$ cat src/rtl/frac_ratio_modulator.sv
module frac_ratio_modulator #(
  parameter int INT_W  = 9,
  parameter int MOD_W  = 12,
  parameter int INT_LO = 31,
  parameter int INT_HI = 511
) (
  input  logic             clk,
  input  logic             rst,
  input  logic             load,
  input  logic [INT_W-1:0] int_in,
  input  logic [MOD_W-1:0] frac_in,
  input  logic [MOD_W-1:0] mod_in,
  output logic [INT_W-1:0] div_out,
  output logic             div_valid,
  output logic             range_err
);
  localparam int SW = INT_W + 3;
  localparam int AW = MOD_W + 1;
  localparam logic [SW-1:0] LO = SW'(INT_LO);
  localparam logic [SW-1:0] HI = SW'(INT_HI);

  logic [INT_W-1:0] int_q;
  logic [MOD_W-1:0] frac_q, mod_q, acc1, acc2, acc3;
  logic             run, c2d, c3d1, c3d2;

  logic [AW-1:0] s1, s2, s3, m_ext;
  logic          c1, c2, c3;
  logic [MOD_W-1:0] r1, r2, r3;

  assign m_ext = {1'b0, mod_q};
  assign s1 = {1'b0, acc1} + {1'b0, frac_q};
  assign c1 = s1 >= m_ext;
  assign r1 = c1 ? MOD_W'(s1 - m_ext) : s1[MOD_W-1:0];
  assign s2 = {1'b0, acc2} + {1'b0, r1};
  assign c2 = s2 >= m_ext;
  assign r2 = c2 ? MOD_W'(s2 - m_ext) : s2[MOD_W-1:0];
  assign s3 = {1'b0, acc3} + {1'b0, r2};
  assign c3 = s3 >= m_ext;
  assign r3 = c3 ? MOD_W'(s3 - m_ext) : s3[MOD_W-1:0];

  logic [SW-1:0] raw;
  logic          below, above;
  logic [INT_W-1:0] clamped;

  assign raw = SW'(int_q) + SW'(c1) + SW'(c2) + SW'(c3) + SW'(c3d2)
             - SW'(c2d) - (SW'(c3d1) << 1);
  assign below = $signed(raw) < $signed(LO);
  assign above = $signed(raw) > $signed(HI);
  assign clamped = below ? INT_W'(INT_LO) : above ? INT_W'(INT_HI) : raw[INT_W-1:0];

  logic cfg_bad;
  assign cfg_bad = (int_in < INT_W'(INT_LO)) || (mod_in < MOD_W'(2)) || (frac_in >= mod_in);

  always_ff @(posedge clk) begin
    if (rst) begin
      int_q <= '0; frac_q <= '0; mod_q <= '0;
      acc1 <= '0; acc2 <= '0; acc3 <= '0;
      c2d <= 1'b0; c3d1 <= 1'b0; c3d2 <= 1'b0;
      run <= 1'b0; div_valid <= 1'b0; range_err <= 1'b0; div_out <= '0;
    end else if (load) begin
      int_q  <= int_in;
      frac_q <= cfg_bad ? '0 : frac_in;
      mod_q  <= (mod_in < MOD_W'(2)) ? MOD_W'(2) : mod_in;
      acc1 <= '0; acc2 <= '0; acc3 <= '0;
      c2d <= 1'b0; c3d1 <= 1'b0; c3d2 <= 1'b0;
      run <= 1'b1; div_valid <= 1'b0; range_err <= cfg_bad;
    end else if (run) begin
      acc1 <= r1; acc2 <= r2; acc3 <= r3;
      c2d <= c2; c3d1 <= c3; c3d2 <= c3d1;
      div_out <= clamped;
      div_valid <= 1'b1;
      if (below || above) range_err <= 1'b1;
    end
  end

  AST_LOAD_RESTART: assert property (@(posedge clk) disable iff (rst)
    load |=> !div_valid);
  AST_RESIDUE: assert property (@(posedge clk) disable iff (rst)
    run |-> (acc1 < mod_q) && (acc2 < mod_q) && (acc3 < mod_q));
  AST_WINDOW: assert property (@(posedge clk) disable iff (rst)
    (div_valid && !range_err) |->
      (({1'b0, div_out} + (INT_W+1)'(3)) >= {1'b0, int_q}) &&
      ({1'b0, div_out} <= ({1'b0, int_q} + (INT_W+1)'(4))));
  AST_FLAT_WHEN_ZERO: assert property (@(posedge clk) disable iff (rst)
    (div_valid && frac_q == '0 && !range_err) |-> div_out == int_q);
  AST_LIMITS: assert property (@(posedge clk) disable iff (rst)
    div_valid |-> (div_out >= INT_W'(INT_LO)) && (div_out <= INT_W'(INT_HI)));
  AST_STICKY: assert property (@(posedge clk) disable iff (rst)
    (range_err && !load) |=> range_err);
endmodule

$ cat config.mk
export PLATFORM = sky130hd
export DESIGN_NAME = frac_ratio_modulator
export DESIGN_NICKNAME = d
export VERILOG_FILES = /design/src/rtl/frac_ratio_modulator.sv
export SDC_FILE = /design/constraint.sdc
export NUM_CORES = 1
export LEC_CHECK = 0
export ABC_AREA = 1
export ABC_CLOCK_PERIOD_IN_PS = 10850
export BUFFER_PORTS_ARGS = -buffer_cell sky130_fd_sc_hd__buf_2
export CAP_MARGIN = 25
export CORE_MARGIN = 2
export CORE_UTILIZATION = 30
export CTS_BUF_LIST = sky130_fd_sc_hd__clkbuf_2
export DETAILED_ROUTE_END_ITERATION = 6
export PLACE_DENSITY = 0.43
export SLEW_MARGIN = 20
export SYNTH_ARGS = -nofsm -noshare
export SYNTH_HDL_FRONTEND = slang
export SYNTH_SLANG_ARGS = --single-unit
export TNS_END_PERCENT = 50
$ cat constraint.sdc
create_clock -name clk -period 10.85 [get_ports clk]
set_input_delay 1.085 -clock clk [delete_from_list [all_inputs] [get_ports clk]]
set_output_delay 1.085 -clock clk [all_outputs]
set_load 0.005 [all_outputs]
==> flow_summary.json <==
{
  "row_count": 60,
  "hold_violations": 0,
  "slowest_delay_ns": 0.50,
  "start_kind": "flop",
  "cts.sinks": 84,
  "first_global_vias": 7746,
  "synthDistinctLibCells": 46,
  "setup_viol": 0,
  "crit_path_end_kind": "flop",
  "vias": 8130,
  "fmax_ghz": 0.09761,
  "min_period_over_period_pct": 94.43,
  "cts_buffer_depth": 2,
  "drtPass1Iterations": 5,
  "place_area_um2": 8770,
  "drc": 0,
  "r2r_setup_slack_ns": 0.60,
  "status": "completed",
  "drt_iter0_drc": 386,
  "pin_count": 47,
  "critPathKind": "reg2reg",
  "worstPathMaxFanout": 7,
  "worstPathArrival_ns": 10.84,
  "yosysWarnings": 0,
  "path_delay_family": "simple AND/OR/NAND/NOR gates",
  "met3_length_um": 746,
  "cts_buffers": 9,
  "met1_length_um": 13050,
  "syn2layout_area_growth_pct": 17.43,
  "syn_inst": 1257,
  "synth_edf_count": 0,
  "synth_top_flop_cell": "dfxtp_1",
  "gp_congestion": 0.8859,
  "fillers": 2975,
  "die_h_um": 168.3,
  "syn_area_um2": 8098,
  "worstSkewPairLatency_ns": 0.64,
  "drv_slew": 0,
  "layout.nets": 1459,
  "htree_levels": 3,
  "dpl.hpwl_um": 20170,
  "drive_above_1_share_pct": 16.18,
  "cts_tree": "done",
  "die_width_um": 168.3,
  "yosysSeqAreaShare_pct": 20.77,
  "dieArea_um2": 28320,
  "grt_max_degree": 69,
  "period_needed_ns": 10.25,
  "wl_met2_um": 11510,
  "fin_area_um2": 9509,
  "syn_avg_cell_area_um2": 6.442,
  "cts-root-buf": "clkbuf_2",
  "critPathRequiredTime_ns": 11.45,
  "design.core.area_um2": 26730,
  "top_layer_used": "met4",
  "drtAntennaViolNets": 0,
  "gr-total-overflow": 0,
  "wirelength_um": 25660,
  "synth-seq-cells": 84,
  "grt_pass1_wl_um": 41190,
  "tightest_slew_ns": 0.8208,
  "crit_path_frequent_cell": "nand2_1",
  "clk_pin_slew_ns": 0.31,
  "final_util_pct": 35.58,
  "viasPerCell": 4.883,
  "start_util_pct": 30.30,
  "relSlewSlack_pct": 45.28,
  "hp-class": "reg2reg",
  "cap_violations": 0,
  "wl_per_cell_um": 15.41,
  "skew_ns": 0.05361,
  "path_buf_inv": 13,
  "antenna_found_initial": 1,
  "port_buffers": 46,
  "synth_async_sr_flop_share_pct": 0,
  "crit_path_top_delay_cell": "fa_1",
  "grt.total_usage_pct": 18.35,
  "syn_nets": 1398
}
-- routing by layer --
layer	global-route usage, %	up-vias
met5	0	-
met4	4.235	0
met3	2.327	23
met2	29.74	156
met1	25.92	3769
li1	-	4182
-- registers in the layout (all words and copies together), names as in the netlist --
name and flops:
acc1 12, acc2 12, acc3 12, frac_q 12, mod_q 12, div_out 9, int_q 9, c2d 1
c3d1 1, c3d2 1, div_valid 1, range_err 1, run 1
-- worst min-delay path, stage by stage (launching register included) --
cell and delay (ns):
dfxtp_1 0.39, inv_1 0.05, a21oi_1 0.05
-- synth_stat cells (3+ instances only) --
library cell	n	share of area (%)
nor3_1	8	0.49
nand4_1	19	1.5
buf_2	3	0.19
inv_1	199	9.2
dfxtp_1	84	21
a21oi_1	77	4.8
xnor2_1	21	2.3
o22ai_1	11	0.85
a21o_1	6	0.56
nand3_1	123	7.6
buf_4	4	0.37
nor2_1	121	5.6
nand2_2	18	1.4
buf_1	3	0.14
o21ai_0	41	2.5
o21bai_1	6	0.56
nand2_1	302	14
fa_1	10	2.5
clkbuf_1	15	0.70
nand3b_1	4	0.37
xor2_1	34	3.7
a31oi_1	6	0.46
o21ai_1	6	0.37
nand3_2	5	0.62
a211oi_1	3	0.28
ha_1	95	15
buf_6	3	0.42
-- final timing paths --
check	start	end	cells past startpoint
worst max-delay path	frac_q[0]$_SDFFE_PP0P_	div_out[3]$_SDFFE_PP0P_	70
worst min-delay path	range_err$_SDFFE_PP0P_	range_err$_SDFFE_PP0P_	2
worst max register to register	frac_q[0]$_SDFFE_PP0P_	div_out[3]$_SDFFE_PP0P_	70
worst min register to register	range_err$_SDFFE_PP0P_	range_err$_SDFFE_PP0P_	2
-- placed cells by master, fill, tap and decap left out, types with 7 or more instances in the layout --
master,netlist,layout
nand2_1,302,294
inv_1,199,195
nand3_1,123,119
nor2_1,121,114
dfxtp_1,84,81
ha_1,95,71
a21oi_1,77,65
buf_2,3,46
o21ai_0,41,36
buf_4,4,29
xor2_1,34,27
nand2_2,18,24
nand4_1,19,19
xnor2_1,21,18
ha_4,0,15
a21oi_2,2,12
o22ai_1,11,11
o21ai_1,6,9
nand3_2,5,9
ha_2,0,9
clkbuf_2,0,9
xor2_2,0,7
-- cell families after synthesis --
family          count (synthesis)  synth area share [%]
fa+ha+maj                     105                 17.15
compound gates                175                 12.48
flops                          84                 20.77
buf+inv                       229                 11.12
simple gates                  609                 32.52
xor+xnor                       55                 5.949
-- cell type report --
cell class              instances  area (um2)  area share, %
diodes                          1       2.502        0.02632
clock inverters                 7       105.1          1.105
repair buffers                 78       499.2          5.250
inverters                     201       754.5          7.934
well taps                     341       426.7          4.487
multi-input cells             944        5991          63.00
clock buffers                   9       45.04         0.4737
flip-flops and latches         84        1685          17.72
-- metrics by stage --
step / hold slack (ns) / TNS (ns) / cells / worst slack (ns)
finish: 0.4737 / 0 / 1665 / 0.6048
global route: 0.4985 / -0.1167 / 1665 / -0.06526
CTS: 0.4771 / 0 / 1650 / 0.05775
detailed placement: 0.4480 / -0.09786 / 1634 / -0.03875
global placement: 0.4373 / 0 / 1633 / 0.06119
floorplan: 0.4347 / 0 / 1257 / 0.8795
-- what timing repair did --
item	4_1_cts	5_1_grt
gates resized for setup	1	100
hold buffers	0	0
setup endpoints to repair	2	10
buffers inserted	0	14
pin swaps	0	28
Power is not shown: default switching activity piles up to over one toggle a cycle in this logic, so the estimate is an artifact.
